### config.mk
export PLATFORM = sky130hd
export DESIGN_NAME = ipc_presenter
export DESIGN_NICKNAME = d
export VERILOG_FILES = /design/src/rtl/ipc_pkg.sv /design/src/rtl/ipc_pipr_enc.sv /design/src/rtl/ipc_ack_dec.sv /design/src/rtl/ipc_presenter.sv
export SDC_FILE = /design/constraint.sdc
export NUM_CORES = 1
export LEC_CHECK = 0
export ABC_AREA = 0
export BUFFER_PORTS_ARGS = -buffer_cell sky130_fd_sc_hd__buf_4
export CAP_MARGIN = 20
export CELL_PAD_IN_SITES_DETAIL_PLACEMENT = 1
export CELL_PAD_IN_SITES_GLOBAL_PLACEMENT = 2
export CORE_MARGIN = 1.5
export CORE_UTILIZATION = 32
export CTS_CLUSTER_DIAMETER = 50
export DETAILED_ROUTE_END_ITERATION = 10
export PLACE_DENSITY_LB_ADDON = 0.1
export RECOVER_POWER = 50
export SKIP_LAST_GASP = 1
export SLEW_MARGIN = 10
export SYNTH_ARGS = -nofsm -noshare
export SYNTH_HDL_FRONTEND = slang
export SYNTH_SLANG_ARGS = --single-unit
export TNS_END_PERCENT = 5
### constraint.sdc
create_clock -name clk -period 4.8 [get_ports clk]
set_input_delay 1.44 -clock clk [delete_from_list [all_inputs] [get_ports clk]]
set_output_delay 1.44 -clock clk [all_outputs]
set_load 0.02 [all_outputs]
### src/rtl/ipc_pkg.sv
package ipc_pkg;
  typedef enum logic [1:0] {
    RING_OS   = 2'd0,
    RING_POOL = 2'd1,
    RING_PHYS = 2'd2
  } ring_e;

  // hypervisor status codes in the two top bits of the status byte
  localparam logic [1:0] HE_POOL = 2'b01;
  localparam logic [1:0] HE_PHYS = 2'b10;
endpackage

### src/rtl/ipc_pipr_enc.sv
module ipc_pipr_enc #(
  parameter int NPRIO = 8,
  parameter int RW    = 8
) (
  input  logic [NPRIO-1:0] ipb,
  output logic [RW-1:0]    pipr
);
  // lowest pending priority wins; bit (NPRIO-1-p) marks priority p
  always_comb begin
    pipr = '1;
    for (int p = NPRIO - 1; p >= 0; p--) begin
      if (ipb[NPRIO-1-p]) pipr = RW'(p);
    end
  end
endmodule

### src/rtl/ipc_ack_dec.sv
module ipc_ack_dec import ipc_pkg::*; #(
  parameter int RW = 8
) (
  input  logic [RW-1:0] nsr,
  input  logic          os_ring,
  output logic          exc,
  output logic          to_pool,
  output logic          grp_zero
);
  localparam int GW = RW - 2;

  assign exc      = os_ring ? nsr[RW-1] : (nsr[RW-1:RW-2] != 2'b00);
  assign to_pool  = !os_ring && (nsr[RW-1:RW-2] == HE_POOL);
  assign grp_zero = (nsr[GW-1:0] == '0);
endmodule

### src/rtl/ipc_presenter.sv
module ipc_presenter import ipc_pkg::*; #(
  parameter int NPRIO = 8,
  parameter int RW    = 8
) (
  input  logic            clk,
  input  logic            rst,
  input  logic            pres_valid,
  input  logic [1:0]      pres_ring,
  input  logic [RW-1:0]   pres_prio,
  input  logic [RW-3:0]   pres_grp,
  input  logic            cppr_wr,
  input  logic            cppr_phys,
  input  logic [RW-1:0]   cppr_val,
  input  logic            ack_req,
  input  logic            ack_phys,
  input  logic            push_pool,
  input  logic            pull_pool,
  input  logic            pull_phys,
  output logic            irq_os,
  output logic            irq_phys,
  output logic [2*RW-1:0] ack_word
);
  localparam int            NRING    = 3;
  localparam logic [RW-1:0] PRIO_MAX = RW'(NPRIO - 1);
  localparam logic [RW-1:0] NONE     = '1;

  logic [NPRIO-1:0] ipb_q [NRING];
  logic [NPRIO-1:0] n_ipb [NRING];
  logic [RW-1:0]    enc_pipr [NRING];
  logic [RW-1:0]    pipr_os_q, cppr_os_q, nsr_os_q;
  logic [RW-1:0]    pipr_hv_q, cppr_hv_q, nsr_hv_q;
  logic [RW-1:0]    n_pipr_os, n_cppr_os, n_nsr_os;
  logic [RW-1:0]    n_pipr_hv, n_cppr_hv, n_nsr_hv;
  logic             vld_pool_q, n_vld_pool;
  logic [2*RW-1:0]  n_ack;
  logic [RW-1:0]    cv, pm, pp;
  logic [1:0]       code;
  logic             a_exc, a_pool, a_grp0;

  function automatic logic [NPRIO-1:0] prio_mask(input logic [RW-1:0] p);
    prio_mask = '0;
    for (int i = 0; i < NPRIO; i++) begin
      if (p == RW'(i)) prio_mask[NPRIO-1-i] = 1'b1;
    end
  endfunction

  generate
    for (genvar r = 0; r < NRING; r++) begin : g_enc
      ipc_pipr_enc #(.NPRIO(NPRIO), .RW(RW)) u_enc (
        .ipb  (ipb_q[r]),
        .pipr (enc_pipr[r])
      );
    end
  endgenerate

  ipc_ack_dec #(.RW(RW)) u_ack_dec (
    .nsr      (ack_phys ? nsr_hv_q : nsr_os_q),
    .os_ring  (!ack_phys),
    .exc      (a_exc),
    .to_pool  (a_pool),
    .grp_zero (a_grp0)
  );

  always_comb begin
    n_ipb      = ipb_q;
    n_pipr_os  = pipr_os_q;
    n_cppr_os  = cppr_os_q;
    n_nsr_os   = nsr_os_q;
    n_pipr_hv  = pipr_hv_q;
    n_cppr_hv  = cppr_hv_q;
    n_nsr_hv   = nsr_hv_q;
    n_vld_pool = vld_pool_q;
    n_ack      = ack_word;
    cv         = (cppr_val > PRIO_MAX) ? NONE : cppr_val;
    pp         = (pres_prio > PRIO_MAX) ? NONE : pres_prio;
    pm         = enc_pipr[RING_PHYS];
    code       = HE_PHYS;

    if (pull_pool) begin
      n_vld_pool = 1'b0;
      n_nsr_os   = '0;
      n_pipr_hv  = enc_pipr[RING_PHYS];
      n_nsr_hv   = (enc_pipr[RING_PHYS] < cppr_hv_q) ? {HE_PHYS, {(RW-2){1'b0}}} : '0;
    end else if (pull_phys) begin
      n_nsr_os = '0;
      n_nsr_hv = '0;
    end else if (push_pool) begin
      n_vld_pool = 1'b1;
    end else if (cppr_wr) begin
      if (cppr_phys) begin
        n_cppr_hv = cv;
        if (vld_pool_q && (enc_pipr[RING_POOL] < pm)) begin
          pm   = enc_pipr[RING_POOL];
          code = HE_POOL;
        end
        n_pipr_hv = pm;
        n_nsr_hv  = (pm < cv) ? {code, {(RW-2){1'b0}}} : '0;
      end else begin
        n_cppr_os = cv;
        n_pipr_os = enc_pipr[RING_OS];
        n_nsr_os  = (enc_pipr[RING_OS] < cv) ? {2'b10, {(RW-2){1'b0}}} : '0;
      end
    end else begin
      // acknowledge is applied before a present in the same cycle
      if (ack_req) begin
        if (!ack_phys) begin
          if (a_exc) begin
            n_cppr_os = pipr_os_q;
            if (a_grp0) n_ipb[RING_OS] = n_ipb[RING_OS] & ~prio_mask(pipr_os_q);
            n_nsr_os = '0;
          end
          n_ack = {nsr_os_q, n_cppr_os};
        end else begin
          if (a_exc) begin
            n_cppr_hv = pipr_hv_q;
            if (a_grp0) begin
              if (a_pool) n_ipb[RING_POOL] = n_ipb[RING_POOL] & ~prio_mask(pipr_hv_q);
              else        n_ipb[RING_PHYS] = n_ipb[RING_PHYS] & ~prio_mask(pipr_hv_q);
            end
            n_nsr_hv = '0;
          end
          n_ack = {nsr_hv_q, n_cppr_hv};
        end
      end
      if (pres_valid && (pres_ring != 2'd3)) begin
        if (pres_grp == '0) n_ipb[pres_ring] = n_ipb[pres_ring] | prio_mask(pp);
        if (pres_ring == RING_OS) begin
          if ((pres_grp != '0) || (pp < n_pipr_os)) begin
            n_pipr_os = pp;
            n_nsr_os  = (pp < n_cppr_os) ? {2'b10, pres_grp} : '0;
          end
        end else begin
          if ((pres_grp != '0) || (pp < n_pipr_hv)) begin
            code      = (pres_ring == RING_POOL) ? HE_POOL : HE_PHYS;
            n_pipr_hv = pp;
            n_nsr_hv  = (pp < n_cppr_hv) ? {code, pres_grp} : '0;
          end
        end
      end
    end
  end

  always_ff @(posedge clk) begin
    if (rst) begin
      for (int r = 0; r < NRING; r++) ipb_q[r] <= '0;
      pipr_os_q  <= NONE;
      cppr_os_q  <= '0;
      nsr_os_q   <= '0;
      pipr_hv_q  <= NONE;
      cppr_hv_q  <= '0;
      nsr_hv_q   <= '0;
      vld_pool_q <= 1'b0;
      ack_word   <= '0;
      irq_os     <= 1'b0;
      irq_phys   <= 1'b0;
    end else begin
      ipb_q      <= n_ipb;
      pipr_os_q  <= n_pipr_os;
      cppr_os_q  <= n_cppr_os;
      nsr_os_q   <= n_nsr_os;
      pipr_hv_q  <= n_pipr_hv;
      cppr_hv_q  <= n_cppr_hv;
      nsr_hv_q   <= n_nsr_hv;
      vld_pool_q <= n_vld_pool;
      ack_word   <= n_ack;
      irq_os     <= n_nsr_os[RW-1];
      irq_phys   <= (n_nsr_hv[RW-1:RW-2] != 2'b00);
    end
  end
endmodule

==> out/metrics.cfg <==
[outcome]
status = finished clean

[timing]
setup_tns_ns = 0
relSlewSlack = 0.0914
holdWs_ns = 0.477
tightest_slew_ns = 1.36
hold_viol = 0
period_share = 0.936
skew_ns = 0.0103
fin_ws_ns = 0.309
finalSetupViolCount = 0
period_minus_slack_ns = 4.49
rsz0062_at_grt = no
slew_violations = 0
fmax_mhz = 223

[hold_path]
worstHoldPathType = reg2reg

[grt]
antenna_found_initial = 1
grtUsageTotal = 0.256
overflow = 0
grt_pass1_vias = 6844
grt_pass1_wl_mm = 39.8
grt_max_degree = 48

[floorplan]
fp.dieH_um = 144
coreArea_um2 = 19500
die-area_um2 = 20600
die_w_um = 144
floorplan.initialDensity = 0.325
io_pins = 52
rows = 51

[detailed_routing]
wl_mm = 25.7
vias = 6661
dr.pass1.iters = 4
viasPerCell = 5.82
ant_nets = 0
wire_per_inst_um = 22.5
drc = 0
dr.first_iter.drc_count = 410

[cts]
clk-insertion-delay-late_ns = 0.37
clk_path_buf_depth = 2
cts_hold_buf = 0
clock_sinks = 90
root_buffer = clkbuf_16
clk_pin_slew_ns = 0.07
htreeDepth = 3
cts_tree = built
cts_buffers = 9
postCtsSetupBuffers = 0

[placed_design]
port_buffers = 51
place_hpwl_mm = 20.3
gp_congestion = 0.930
dpl_worst_slack_ns = -0.0380

[finish]
fillers = 2392
finalNetCount = 962
antenna_cells = 0
multiInputGateArea_um2 = 4190
drive_above_1_share = 0.0989
regArea_um2 = 1800
layout-area-overhead-vs-synth_pct = 16.0

[logic_synthesis]
synth-xor-area-share = 0
synth_area_um2 = 6330
synth-edff-count = 0
synth_cells = 828
synth_flop_cell = dfxtp_1
ys_types = 64
synth_area_per_cell_um2 = 7.65
synth_top_family_by_area = compound AO/OA/AOI/OAI gates
synth_async_sr_flop_share = 0
synth_seq_cells = 90
yosys.area_share.simple = 0.199
yosysWarnings = 0
synth_adder_area_share = 0.105
synth_fp_nets = 915
muxShareOfSynthArea = 0.0401
seq_area_frac_synth = 0.284
synth-compound-area-share = 0.315

[worst_setup_path]
path_cells = buf_4 > or4_1 > nor2_1 > inv_1 > nor2_1 > inv_1 > ha_1 > nor4b_2 > nand3_1 > a21oi_1 > o21bai_1 > buf_4 > a2111oi_0 > nor4_1 > or2_1
required_ns = 5.06
end_kind = register
crit_path_start_kind = primary input
critical-path-max-stage-delay_ns = 0.62
crit_family = simple AND/OR/NAND/NOR gates
cp_slowest_cell = or4_1
crit_buf_inv = 4
crit_type = in2reg
worstPathArrival_ns = 4.75
path_max_fanout = 6

[power]
power.density_nw_per_um2 = 256
total_power_mw = 1.88
vdd_drop_max_mv = 0.177
p_leak_nw = 2.90

[job]
max_cap_violations = 0

## path summary, 6_finish.rpt
| kind | start | to | slack [ns] | cells past startpoint |
|---|---|---|---|---|
| max | pres_prio[6] | irq_phys | 0.31 | 15 |
| min | cppr_os_q[1] | cppr_os_q[1] | 0.48 | 2 |
| min reg2reg | cppr_os_q[1] | cppr_os_q[1] | 0.48 | 2 |
| max reg2reg | ipb_q[12] | irq_phys | 0.33 | 16 |
## synthesized netlist by cell type (3+ instances only)
master	n	share of area
o21bai_1	5	0.0059
o21ai_0	48	0.038
a22oi_1	10	0.012
nor2_1	92	0.055
nor3_1	18	0.014
a21o_1	8	0.0095
a21boi_0	3	0.0036
a2bb2oi_1	3	0.0041
nand2_1	58	0.034
a22o_1	3	0.0041
dfxtp_1	90	0.28
a221oi_1	5	0.0069
a211o_1	7	0.0097
o22ai_1	4	0.0039
nand2b_1	9	0.0089
or3_1	6	0.0059
mux2_2	3	0.0053
nor2b_1	13	0.013
and3_1	4	0.0039
o41a_1	4	0.0071
nor4b_1	4	0.0055
a31oi_1	6	0.0059
or4_1	4	0.0047
mux2i_1	22	0.035
o21ai_1	3	0.0024
buf_2	4	0.0032
inv_1	54	0.032
o41ai_1	6	0.0083
nand3b_1	3	0.0036
nand3_1	21	0.017
a21oi_1	105	0.083
ha_1	53	0.10
clkbuf_1	35	0.021
o21a_1	7	0.0083
a211oi_1	33	0.039
and2_1	5	0.0049
nand4_1	6	0.0059
o2111ai_1	5	0.0069
o211ai_1	12	0.014
nor4_1	9	0.0089
o31ai_1	8	0.0095
o211a_1	3	0.0047
## cell type report
type                       instances  area share
inverter                          54      0.0276
sequential                        90       0.245
clock buffer                      10      0.0325
tap                              265      0.0451
multi-input combinational        643       0.571
clock inverter                     6      0.0109
timing repair buffer              77      0.0680
## power by group
group	total [mW]	leakage [nW]	internal [mW]	switching [mW]
Combinational	0.297	2.02	0.108	0.189
Sequential	0.781	0.729	0.761	0.0199
Clock	0.801	0.155	0.432	0.370
## worst min-delay path: cells and delay by family (launching register included)
kind | cells | cell delay, ns
AO/OA/AOI/OAI | 1 | 0.05
flip-flops | 1 | 0.33
AND/OR/NAND/NOR | 1 | 0.06
## per-layer routing
| metal | track usage | wire, um | vias to the layer above | share of wire |
|---|---|---|---|---|
| li1 | - | - | 3166 | - |
| met1 | 0.327 | 11800 | 3308 | 0.46 |
| met2 | 0.440 | 12300 | 145 | 0.48 |
| met3 | 0.0327 | 911 | 40 | 0.035 |
| met4 | 0.0967 | 704 | 2 | 0.027 |
| met5 | 0 | 12 | - | 0.00047 |
## sequential cells by signal, indices dropped and copies added (netlist names)
signal and cells:
ipb_q 24, ack_word 16, cppr_hv_q 8, cppr_os_q 8, nsr_hv_q 8, nsr_os_q 8, pipr_hv_q 8, pipr_os_q 8
irq_phys 1, vld_pool_q 1
## per-stage QoR
stage | area [um^2] | utilization | instances
floorplan | 6330 | - | 828
global placement | 7090 | 0.364 | 1129
detailed placement | 7090 | 0.364 | 1129
CTS | 7410 | 0.381 | 1145
global route | 7350 | 0.377 | 1145
finish | 7350 | 0.377 | 1145
## logic make-up after synthesis
kind of cell,Yosys count
mux,25
fa+ha+maj,53
simple gates,260
compound gates,305
flops,90
buf+inv,95
## what timing repair did
| action | CTS | global route |
|---|---|---|
| endpoints found under the hold margin | 0 | 0 |
| setup endpoints to repair | 0 | 2 |
| gates resized for setup | 0 | 3 |
## cells in the final DEF, fill, tap and decap left out, types with 8 or more instances in the layout
master	synthesis	final
o211ai_1	12	12
clkbuf_16	0	9
nor2_1	92	92
nor2b_1	13	13
buf_4	0	56
o21ai_0	48	48
dfxtp_1	90	90
nor4_1	9	9
nand3_1	21	21
clkbuf_1	35	21
ha_1	53	53
nand2_1	58	58
a21oi_1	105	105
a22oi_1	10	10
o31ai_1	8	8
mux2i_1	22	22
inv_1	54	54
nor3_1	18	18
nand2b_1	9	9
a21o_1	8	8
a211oi_1	33	33
No activity file was read; power rests on OpenSTA's default activity.
